**config.mk**
```make
export PLATFORM = sky130hd
export DESIGN_NAME = phy_bringup_seq
export DESIGN_NICKNAME = d
export VERILOG_FILES = /design/src/rtl/phy_seq_pkg.sv /design/src/rtl/phy_cfg_table.sv /design/src/rtl/phy_wr_port.sv /design/src/rtl/phy_lock_poll.sv /design/src/rtl/phy_bringup_seq.sv
export SDC_FILE = /design/constraint.sdc
export NUM_CORES = 1
export LEC_CHECK = 0
export ABC_CLOCK_PERIOD_IN_PS = 2600
export BUFFER_PORTS_ARGS = -buffer_cell sky130_fd_sc_hd__buf_2
export CORE_ASPECT_RATIO = 0.9
export CORE_UTILIZATION = 54
export CTS_BUF_LIST = sky130_fd_sc_hd__clkbuf_16
export DETAILED_ROUTE_END_ITERATION = 8
export PLACE_DENSITY = 0.75
export SLEW_MARGIN = 15
export SYNTH_ARGS = -nofsm -noshare
export SYNTH_HDL_FRONTEND = slang
export SYNTH_SLANG_ARGS = --single-unit
```
**constraint.sdc**
```tcl
create_clock -name clk -period 2.6 [get_ports clk]
set_input_delay 0.52 -clock clk [delete_from_list [all_inputs] [get_ports clk]]
set_output_delay 0.52 -clock clk [all_outputs]
set_load 0.01 [all_outputs]
```
**src/rtl/phy_seq_pkg.sv**
```systemverilog
package phy_seq_pkg;

    localparam int NUM_WR  = 9;
    localparam int IDX_W   = $clog2(NUM_WR);
    localparam int MAX_KHZ = 216000;

    typedef struct packed {
        logic [7:0]  addr;
        logic [15:0] data;
    } phy_wr_t;

    typedef enum logic [4:0] {
        S_IDLE, S_PRE, S_TXOFF, S_QUIET, S_RST_ON, S_RST_OFF, S_TC_SET,
        S_SLAVE, S_TC_REL, S_WR_GO, S_WR_WAIT, S_PWR, S_TMDS_LO,
        S_TMDS_HI, S_TXON, S_QREL, S_LOCK_GO, S_LOCK_WAIT
    } seq_st_e;

    function automatic logic [1:0] pll_band(input logic [31:0] khz);
        if (khz <= 32'd45250)       return 2'd0;
        else if (khz <= 32'd92500)  return 2'd1;
        else if (khz <= 32'd185000) return 2'd2;
        else                        return 2'd3;
    endfunction

    function automatic logic [15:0] curr_word(input logic [31:0] khz);
        if (khz <= 32'd58400)       return 16'h091C;
        else if (khz <= 32'd74250)  return 16'h06DC;
        else if (khz <= 32'd118800) return 16'h091C;
        else                        return 16'h06DC;
    endfunction

    function automatic logic fast_sym(input logic [31:0] khz);
        return khz > 32'd148500;
    endfunction

endpackage

```
**src/rtl/phy_cfg_table.sv**
```systemverilog
module phy_cfg_table
    import phy_seq_pkg::*;
#(
    parameter int KHZ_W = 18
) (
    input  logic [IDX_W-1:0] idx,
    input  logic [KHZ_W-1:0] khz,
    output phy_wr_t          entry
);
    logic [31:0] khz32;
    logic [1:0]  band;
    logic        fast;

    assign khz32 = {{(32-KHZ_W){1'b0}}, khz};
    assign band  = pll_band(khz32);
    assign fast  = fast_sym(khz32);

    always_comb begin
        entry = '{addr: 8'h00, data: 16'h0000};
        case (idx)
            4'd0: begin
                entry.addr = 8'h06;
                case (band)
                    2'd0:    entry.data = 16'h00B3;
                    2'd1:    entry.data = 16'h0072;
                    2'd2:    entry.data = 16'h0051;
                    default: entry.data = 16'h0040;
                endcase
            end
            4'd1: begin
                entry.addr = 8'h15;
                case (band)
                    2'd0:    entry.data = 16'h0000;
                    2'd1:    entry.data = 16'h0008;
                    2'd2:    entry.data = 16'h001B;
                    default: entry.data = 16'h0036;
                endcase
            end
            4'd2: entry = '{addr: 8'h10, data: curr_word(khz32)};
            4'd3: entry = '{addr: 8'h13, data: 16'h0000};
            4'd4: entry = '{addr: 8'h17, data: 16'h0006};
            4'd5: entry = '{addr: 8'h19, data: 16'h0004};
            4'd6: entry = '{addr: 8'h05, data: 16'h8000};
            4'd7: entry = '{addr: 8'h09, data: fast ? 16'h800D : 16'h800B};
            4'd8: entry = '{addr: 8'h0E, data: fast ? 16'h0129 : 16'h01AD};
            default: entry = '{addr: 8'h00, data: 16'h0000};
        endcase
    end
endmodule

```
**src/rtl/phy_wr_port.sv**
```systemverilog
module phy_wr_port #(
    parameter int TIMEOUT = 1000
) (
    input  logic clk,
    input  logic rst,
    input  logic go,
    input  logic ack,
    input  logic err,
    output logic flag_clr,
    output logic req,
    output logic fin,
    output logic tmo
);
    localparam int TMO_W = $clog2(TIMEOUT + 1);

    typedef enum logic [1:0] {W_IDLE, W_CLR, W_REQ} wr_st_e;

    wr_st_e           st;
    logic [TMO_W-1:0] cnt;

    always_ff @(posedge clk) begin
        if (rst) begin
            st <= W_IDLE; cnt <= '0; flag_clr <= 1'b0;
            req <= 1'b0; fin <= 1'b0; tmo <= 1'b0;
        end else begin
            fin <= 1'b0;
            tmo <= 1'b0;
            case (st)
                W_IDLE: if (go) begin
                    flag_clr <= 1'b1;
                    st       <= W_CLR;
                end
                W_CLR: begin
                    flag_clr <= 1'b0;
                    req      <= 1'b1;
                    cnt      <= '0;
                    st       <= W_REQ;
                end
                W_REQ: begin
                    if (ack || err) begin
                        req <= 1'b0; fin <= 1'b1; st <= W_IDLE;
                    end else if (cnt == TMO_W'(TIMEOUT - 1)) begin
                        req <= 1'b0; fin <= 1'b1; tmo <= 1'b1; st <= W_IDLE;
                    end else begin
                        cnt <= cnt + 1'b1;
                    end
                end
                default: st <= W_IDLE;
            endcase
        end
    end

    // flags are cleared on the cycle before each request rises
    assert_clr_first_R4: assert property (@(posedge clk) disable iff (rst)
        $rose(req) |-> $past(flag_clr));

    // an answered request ends cleanly, without a timeout
    assert_answer_ends_R4: assert property (@(posedge clk) disable iff (rst)
        (req && (ack || err)) |=> (fin && !tmo && !req));
endmodule

```
**src/rtl/phy_lock_poll.sv**
```systemverilog
module phy_lock_poll #(
    parameter int POLL    = 1000,
    parameter int RETRIES = 4
) (
    input  logic clk,
    input  logic rst,
    input  logic go,
    input  logic pll_lock,
    output logic ok,
    output logic fail
);
    localparam int CNT_W = $clog2(POLL + 1);
    localparam int TRY_W = $clog2(RETRIES + 1);

    logic             act;
    logic [CNT_W-1:0] cnt;
    logic [TRY_W-1:0] tries;

    always_ff @(posedge clk) begin
        if (rst) begin
            act <= 1'b0; cnt <= '0; tries <= '0; ok <= 1'b0; fail <= 1'b0;
        end else begin
            ok   <= 1'b0;
            fail <= 1'b0;
            if (go) begin
                act <= 1'b1; cnt <= '0; tries <= '0;
            end else if (act) begin
                if (cnt == '0 && pll_lock) begin
                    ok <= 1'b1; act <= 1'b0;
                end else if (cnt == CNT_W'(POLL - 1)) begin
                    cnt <= '0;
                    if (tries == TRY_W'(RETRIES)) begin
                        fail <= 1'b1; act <= 1'b0;
                    end else begin
                        tries <= tries + 1'b1;
                    end
                end else begin
                    cnt <= cnt + 1'b1;
                end
            end
        end
    end

    // success is only reported after lock was seen
    assert_ok_on_lock_R10: assert property (@(posedge clk) disable iff (rst)
        ok |-> $past(pll_lock));

    // a poll ends in exactly one outcome
    assert_outcome_excl_R10: assert property (@(posedge clk) disable iff (rst)
        !(ok && fail));
endmodule

```
**src/rtl/phy_bringup_seq.sv**
```systemverilog
module phy_bringup_seq
    import phy_seq_pkg::*;
#(
    parameter int KHZ_W        = 18,
    parameter int WR_TIMEOUT   = 250_000_000,
    parameter int LOCK_POLL    = 250_000,
    parameter int LOCK_RETRIES = 4,
    parameter int PASSES       = 2
) (
    input  logic             clk,
    input  logic             rst,
    input  logic             start,
    input  logic [KHZ_W-1:0] pix_khz,
    output logic             busy,
    output logic             done,
    output logic             error,
    output logic             den_pol_sel,
    output logic             if_sel,
    output logic             pwr_en,
    output logic             tmds_en,
    output logic             tx_power,
    output logic             quiescent,
    output logic             phy_reset,
    output logic             test_clr,
    output logic             slave_load,
    output logic             flag_clr,
    output logic             wr_req,
    output logic [7:0]       wr_addr,
    output logic [15:0]      wr_data,
    input  logic             wr_ack,
    input  logic             wr_err,
    input  logic             pll_lock
);
    localparam int PASS_W = $clog2(PASSES + 1);

    seq_st_e           state;
    logic [KHZ_W-1:0]  pix_q;
    logic [IDX_W-1:0]  idx;
    logic [PASS_W-1:0] pass;
    phy_wr_t           cur;
    logic              wr_fin, wr_tmo, lock_ok, lock_fail;
    logic              unsupported;

    assign busy        = (state != S_IDLE);
    assign unsupported = ({{(32-KHZ_W){1'b0}}, pix_khz} > 32'(MAX_KHZ));
    assign wr_addr     = cur.addr;
    assign wr_data     = cur.data;

    phy_cfg_table #(.KHZ_W(KHZ_W)) u_table (
        .idx(idx), .khz(pix_q), .entry(cur)
    );

    phy_wr_port #(.TIMEOUT(WR_TIMEOUT)) u_wr (
        .clk(clk), .rst(rst), .go(state == S_WR_GO), .ack(wr_ack), .err(wr_err),
        .flag_clr(flag_clr), .req(wr_req), .fin(wr_fin), .tmo(wr_tmo)
    );

    phy_lock_poll #(.POLL(LOCK_POLL), .RETRIES(LOCK_RETRIES)) u_lock (
        .clk(clk), .rst(rst), .go(state == S_LOCK_GO), .pll_lock(pll_lock),
        .ok(lock_ok), .fail(lock_fail)
    );

    always_ff @(posedge clk) begin
        if (rst) begin
            state <= S_IDLE; pix_q <= '0; idx <= '0; pass <= '0;
            done <= 1'b0; error <= 1'b0;
            den_pol_sel <= 1'b0; if_sel <= 1'b0; pwr_en <= 1'b0; tmds_en <= 1'b0;
            tx_power <= 1'b0; quiescent <= 1'b0; phy_reset <= 1'b0;
            test_clr <= 1'b0; slave_load <= 1'b0;
        end else begin
            done       <= 1'b0;
            error      <= 1'b0;
            slave_load <= 1'b0;
            case (state)
                S_IDLE: if (start) begin
                    pix_q <= pix_khz; pass <= '0; idx <= '0;
                    if (unsupported) begin
                        error <= 1'b1; pwr_en <= 1'b0; tx_power <= 1'b0;
                    end else begin
                        state <= S_PRE;
                    end
                end
                S_PRE: begin
                    den_pol_sel <= 1'b1; if_sel <= 1'b0;
                    tmds_en <= 1'b0; pwr_en <= 1'b0;
                    state <= S_TXOFF;
                end
                S_TXOFF:   begin tx_power  <= 1'b0; state <= S_QUIET;   end
                S_QUIET:   begin quiescent <= 1'b1; state <= S_RST_ON;  end
                S_RST_ON:  begin phy_reset <= 1'b1; state <= S_RST_OFF; end
                S_RST_OFF: begin phy_reset <= 1'b0; state <= S_TC_SET;  end
                S_TC_SET:  begin test_clr  <= 1'b1; state <= S_SLAVE;   end
                S_SLAVE:   begin slave_load <= 1'b1; state <= S_TC_REL; end
                S_TC_REL:  begin test_clr  <= 1'b0; state <= S_WR_GO;   end
                S_WR_GO:   state <= S_WR_WAIT;
                S_WR_WAIT: if (wr_fin) begin
                    if (wr_tmo) begin
                        error <= 1'b1; pwr_en <= 1'b0; tx_power <= 1'b0;
                        state <= S_IDLE;
                    end else if (idx == IDX_W'(NUM_WR - 1)) begin
                        idx <= '0; state <= S_PWR;
                    end else begin
                        idx <= idx + 1'b1; state <= S_WR_GO;
                    end
                end
                S_PWR:     begin pwr_en    <= 1'b1; state <= S_TMDS_LO; end
                S_TMDS_LO: begin tmds_en   <= 1'b0; state <= S_TMDS_HI; end
                S_TMDS_HI: begin tmds_en   <= 1'b1; state <= S_TXON;    end
                S_TXON:    begin tx_power  <= 1'b1; state <= S_QREL;    end
                S_QREL:    begin quiescent <= 1'b0; state <= S_LOCK_GO; end
                S_LOCK_GO: state <= S_LOCK_WAIT;
                S_LOCK_WAIT: begin
                    if (lock_fail) begin
                        error <= 1'b1; pwr_en <= 1'b0; tx_power <= 1'b0;
                        state <= S_IDLE;
                    end else if (lock_ok) begin
                        if (pass == PASS_W'(PASSES - 1)) begin
                            done <= 1'b1; state <= S_IDLE;
                        end else begin
                            pass <= pass + 1'b1; state <= S_PRE;
                        end
                    end
                end
                default: state <= S_IDLE;
            endcase
        end
    end

    // result pulses appear with busy already low
    assert_pulse_idle_R13: assert property (@(posedge clk) disable iff (rst)
        (done || error) |-> !busy);

    // done lasts one cycle and never coincides with error
    assert_done_single_R13: assert property (@(posedge clk) disable iff (rst)
        done |=> !done);
    assert_result_excl_R13: assert property (@(posedge clk) disable iff (rst)
        !(done && error));

    // writes only go out while the PHY is quiescent with transmit power off
    assert_wr_quiet_R3: assert property (@(posedge clk) disable iff (rst)
        wr_req |-> (quiescent && !tx_power && !test_clr));

    // address and value hold while a request is pending
    assert_wr_hold_R4: assert property (@(posedge clk) disable iff (rst)
        (wr_req && $past(wr_req)) |-> ($stable(wr_addr) && $stable(wr_data)));

    // lock polling runs only with the PHY fully powered and transmitting
    assert_lock_powered_R9: assert property (@(posedge clk) disable iff (rst)
        (state == S_LOCK_WAIT) |-> (pwr_en && tmds_en && tx_power && !quiescent));

    // a failing run leaves PHY and transmit power off
    assert_err_power_off_R12: assert property (@(posedge clk) disable iff (rst)
        error |-> (!pwr_en && !tx_power));
endmodule

```
# Word level (Yosys, flattened, before mapping)
# Cells that the tools add are included.
# word_totals
inputBits	24
register_bits	97
elab_cells	201
# classes
bitwise_logic	7
muxes	71
add_sub_neg	5
n_reduce_logical	37
order_cmp	8
n_eq_ne	48
# ops
operator	n
$pmux W21 S9	1
$pmux W5 S18	1
$mux W28	2
$pmux W28 S2	1
$le A18 B17 Y1 const B	3
$eq A5 B4 Y1 const B	8
$gt A18 B18 Y1 const B	2
$le A18 B16 Y1 const B	2
$mux W16	2
$add A28 B1 Y28 const B	1
$eq A28 B28 Y1 const B	1
$mux W1	26
$mux W5	5
$pmux W8 S3	1
$eq A5 B3 Y1 const B	4
$mux W2	10
$mux W4	5
$add A18 B1 Y18 const B	1
$eq A18 B18 Y1 const B	1
$le A18 B18 Y1 const B	1
$logic_not A18 Y1	1
$mux W18	1
$pmux W6 S3	1
$eq A4 B3 Y1 const B	4
other kinds (41)	91

# Longest topological paths before layout
# depth
ltp_word	7
mapped_depth	11

# Modules after synthesis
# Synthesis repeated with hierarchy kept, for this count alone.
# unflattened
hier_cells	800
hier_area_um2	6256.0
# by_module_without_submodules
mod	n_inst	area_each_um2	cells_per_inst
phy_bringup_seq	1	2075.7	261
phy_wr_port	1	1901.8	224
phy_lock_poll	1	1342.5	162
phy_cfg_table	1	935.9	153

# Worst setup path after synthesis
# Ideal clock, no wire load.
# synth_path
kind	register to output
from	register pix_q[15]
to	output wr_data[3]
slack_ns	-0.325
stages_incl_launch_ff	12
arrival_time_ns	2.405
cell_sequence	dfxtp_1 -> clkbuf_1 -> nand2_1 -> and4bb_2 -> a311oi_1 -> a211o_1 -> a32oi_1 -> inv_1 -> ha_1 -> a21oi_1 -> o21a_1 -> o21ai_0
# synth_via
elab_chain_cells	7
word_cells_on_any_way	15
# synth_lines
element	line	rtl
from (decl)	phy_bringup_seq.sv:37	logic [KHZ_W-1:0] pix_q;
from (signal assigned)	phy_bringup_seq.sv:65	state <= S_IDLE; pix_q <= '0; idx <= '0; pass <= '0;
from (signal assigned)	phy_bringup_seq.sv:76	pix_q <= pix_khz; pass <= '0; idx <= '0;
$le A18 B18 Y1	phy_seq_pkg.sv:21	else if (khz <= 32'd185000) return 2'd2;
$mux W1	phy_seq_pkg.sv:21	
$mux W2	phy_seq_pkg.sv:20	else if (khz <= 32'd92500) return 2'd1;
$mux W2	phy_seq_pkg.sv:19	if (khz <= 32'd45250) return 2'd0;
$eq A2 B2 Y1, or another cell as far along	phy_cfg_table.sv:32	case (band)
$pmux W6 S3	phy_cfg_table.sv:32	
$pmux W21 S9 *	phy_cfg_table.sv:20	case (idx)
to (decl)	phy_bringup_seq.sv:29	output logic [15:0] wr_data,
# Mark *: on every way between the ends. The rest lies on a longest branch, timed or not.

# Worst setup path after layout
# layout_path
from	register pix_q[12]
to	output wr_data[2]
# Same word-level chain as after synthesis.

==> summary.txt <==
Logic synthesis
  – Yosys warning count: 0
  – Asr flop ratio synth: 0%
  – Flops & latches, synth: 97
  – Top cell type's share of synthesized area: 34.2%
  – Synthesized area: approximately 5700 um^2
  – Ys flop type: dfxtp_1
  – Register area share after synthesis: 34.2%
  – Area contributors post-synth: dfxtp_1 (34%), a21oi_1 (5.7%), nor2_1 (5.6%)
  – Avg Cell Area, Syn: roughly 7.7 um^2
  – Post-synth EDFFs: 0
  – Netlist cell types: between 70 and 80
  – Mapped Cells: 741
  – Synth cell count leaders: dfxtp_1 (97), nor2_1 (85), nand2_1 (83), a21oi_1 (65), clkbuf_1 (37)
  – Most frequent cell after synthesis: dfxtp_1
  – Synth area leader: dfxtp_1

Placement
  – Post-DP HPWL: approximately 11000 um
  – Routability cong.: 0.923
  – Placed inst area: approximately 6400 um^2
  – Port Buffers: 54
  – Dpl cells: approximately 940

Floorplan
  – Die W: 110 um
  – Die height: between 90 and 100 um
  – IO Pins: 62
  – Die area: roughly 11000 um^2
  – Core box area: 10200 um^2
  – # rows: 35
  – Initial Utilization: 55.5%

STA
  – Hold Vio Cnt, Final: 0
  – PnR worst setup slack: -457 ps
  – Hold Slack: 420 ps
  – Final Setup Violations: 12
  – Slew margin rel.: 56.3%
  – Clock skew: approximately 11 ps
  – Fin crit share: 118%
  – Min cycle time layout: between 3000 and 4000 ps
  – Max Clk Rate: around 0.33 GHz
  – Worst-Margin Slew: 648 ps
  – Unrepaired setup endpoints after global routing: true
  – Final slew viol count: 0

Cells and area
  – Cell area after layout: a little under 7000 um^2
  – Share of layout cells above drive strength 1: around 22%
  – # nets final: about 860
  – Fillers: between 800 and 900
  – Final std cells w/o fill: between 900 and 1k
  – Reg area: roughly 2000 um^2
  – Area of the multi-input gates: 3560 um^2
  – Diode count: 0
  – Area Growth Syn to Fin: 20.9%

Clock tree
  – Hold buffer count at cts: 0
  – H-tree level count: 3
  – Clock root buffer: clkbuf_16
  – CTS tree: done
  – Clock-pin slew on the worst setup and hold paths: 70 ps
  – Clock Path Buffers: 2
  – CTS sink cnt: 97
  – CTS buffer count: 9
  – Worst skew pair latency: approximately 350 ps

Power and ir drop
  – Clock power frac: 36.8%
  – Power density over the cells: about 510 nW/um^2
  – Switch share: between 20% and 30%
  – Part of the power in combinational logic: a little under a fifth
  – Sequential power share: around 45%
  – Maximum ir drop on the vdd rail: 0.000349 V
  – P_leak: around 0.0026 uW
  – P_int: about 2500 uW
  – P_sw: approximately 1000 uW

GRT
  – Vias in the first global route: between 5k and 6k
  – Grt total ovfl: 0
  – Global-route wire length before repair: approximately 24000 um
  – Pin count of the biggest net entering global routing: 30
  – GRT Util Overall: between 20% and 30%
  – Initial antenna violation count: 0

Run
  – Max Cap Viol: 0

Critical path
  – Crit path cell chain: buf_6, buf_6, or3_4, nor4_4, buf_4, o21ai_2, o211ai_1, o22ai_1, a21o_1, buf_2
  – WS Path Type: reg2out
  – CP arrival: roughly 2500 ps
  – Crit-path leading delay family: simple AND/OR/NAND/NOR gates
  – Slowest stage delay, CP: between 400 and 500 ps
  – Buffers & Inverters on Critical Path: 4
  – Reg2Reg Setup Slack: 300 ps
  – CP dominant cell by count: buf_6
  – Worst-path maximum fanout: 8
  – CP startpoint kind: flip-flop
  – Slowest CP cell: or3_4
  – Worst EP required: 2080 ps
  – Worst setup EP type: primary output

Outcome
  – Failing checks: setup timing
  – Outcome: complete, but fails checks

Drt
  – Antenna Nets Post-Route: 0
  – Initial drt markers: between 400 and 500
  – DRC viols: 0
  – Routed len/inst: 14.9 um
  – Drt pass-1 iters: 5
  – Routed WL: 14200 um
  – Via count: around 5.6k
  – Drt via density: a little under 6

Worst hold path
  – HP Class: in2reg
-- per-layer routing --
layer	vias to the layer above	part of all wire (%)	global-route usage (%)
li1	2803	-	-
met3	25	4.2	4.59
met1	2619	44	33.8
met4	0	2.3	9.31
met2	146	49	46.7
met5	-	0	0
-- cell families after synthesis --
logic type	share of synthesized area [%]
adders and majority gates	3.74
buffers and inverters	6.47
and+or+nand+nor	29.8
DFF	34.2
muxes	0.726
AOI/OAI and AO/OA	19.9
other	0.0660
xor gates and xnor gates	5.08
-- cell type report --
| type | count | share of cell area [%] |
|---|---|---|
| Timing Repair Buffer | 117 | 11.1 |
| Tap cell | 129 | 2.35 |
| Clock inverter | 7 | 1.02 |
| Sequential cell | 97 | 28.8 |
| Clock buffer | 9 | 3.28 |
| Multi-Input combinational cell | 566 | 51.7 |
| Inverter | 31 | 1.69 |
-- per-stage QoR --
step / total power (uW) / setup slack (ps) / utilization [%] / setup TNS, ps
6_report: 3520 / -457 / 67.1 / -3060
2_1_floorplan: 1950 / 2.03 / - / 0
4_1_cts: 3520 / -443 / 66.5 / -3060
3_3_place_gp: 2180 / -121 / 62.2 / -345
5_1_grt: 3670 / -610 / 67.1 / -4580
3_5_place_dp: 2180 / -173 / 62.2 / -529
-- path summary, 6_finish.rpt --
| kind | from | endpoint | cells past startpoint |
|---|---|---|---|
| max | pix_q[12] | wr_data[2] | 10 |
| min | pix_khz[6] | pix_q[6] | 3 |
| max reg2reg | u_wr.cnt[10] | u_wr.cnt[26] | 6 |
| min reg2reg | quiescent | quiescent | 2 |
-- state kept, by name, summed over array words and instances (netlist names), 2 cells and up --
register	count
u_lock.tries	3
u_wr.cnt	28
idx	4
u_lock.cnt	18
u_wr.st	2
pix_q	18
pass	2
state	5
-- tightest hold or removal path, cell delays in order --
cell and delay [ps]:
buf_2 110, nand2_1 50, a21oi_1 50
-- layout by cell type, fill, tap and decap left out, types with 7 or more instances in the layout --
| cell type | Yosys | final |
|---|---|---|
| nor2b_1 | 12 | 12 |
| dfxtp_4 | 0 | 9 |
| nor3_1 | 15 | 14 |
| a31oi_1 | 8 | 7 |
| clkbuf_16 | 0 | 9 |
| conb_1 | 1 | 7 |
| ha_1 | 17 | 16 |
| nand2_1 | 83 | 82 |
| nand4_1 | 18 | 18 |
| buf_4 | 9 | 57 |
| and3_1 | 9 | 8 |
| a21oi_1 | 65 | 65 |
| nor4_1 | 16 | 13 |
| nor2_1 | 85 | 83 |
| buf_2 | 3 | 54 |
| or3_1 | 13 | 12 |
| o21ai_0 | 25 | 21 |
| xor2_1 | 12 | 12 |
| or4_1 | 8 | 7 |
| xnor2_1 | 21 | 21 |
| dfxtp_1 | 97 | 85 |
| inv_1 | 31 | 30 |
| nand3_1 | 33 | 33 |
-- what timing repair did --
item                                    CTS  global route
endpoints found under the setup margin   12            12
hold endpoints to repair                  0             0
setup buffers                             1             4
gates resized for setup                  43            11
pin swaps                                17            14
-- power by group through the flow --
stage	logic [uW]	clock network (uW)	registers, uW
global placement	578	0	1600
global route	707	1380	1580
detailed placement	576	0	1600
floorplan	367	0	1590
CTS	619	1320	1570
finish	648	1300	1580
(Power assumes the default switching activity.)
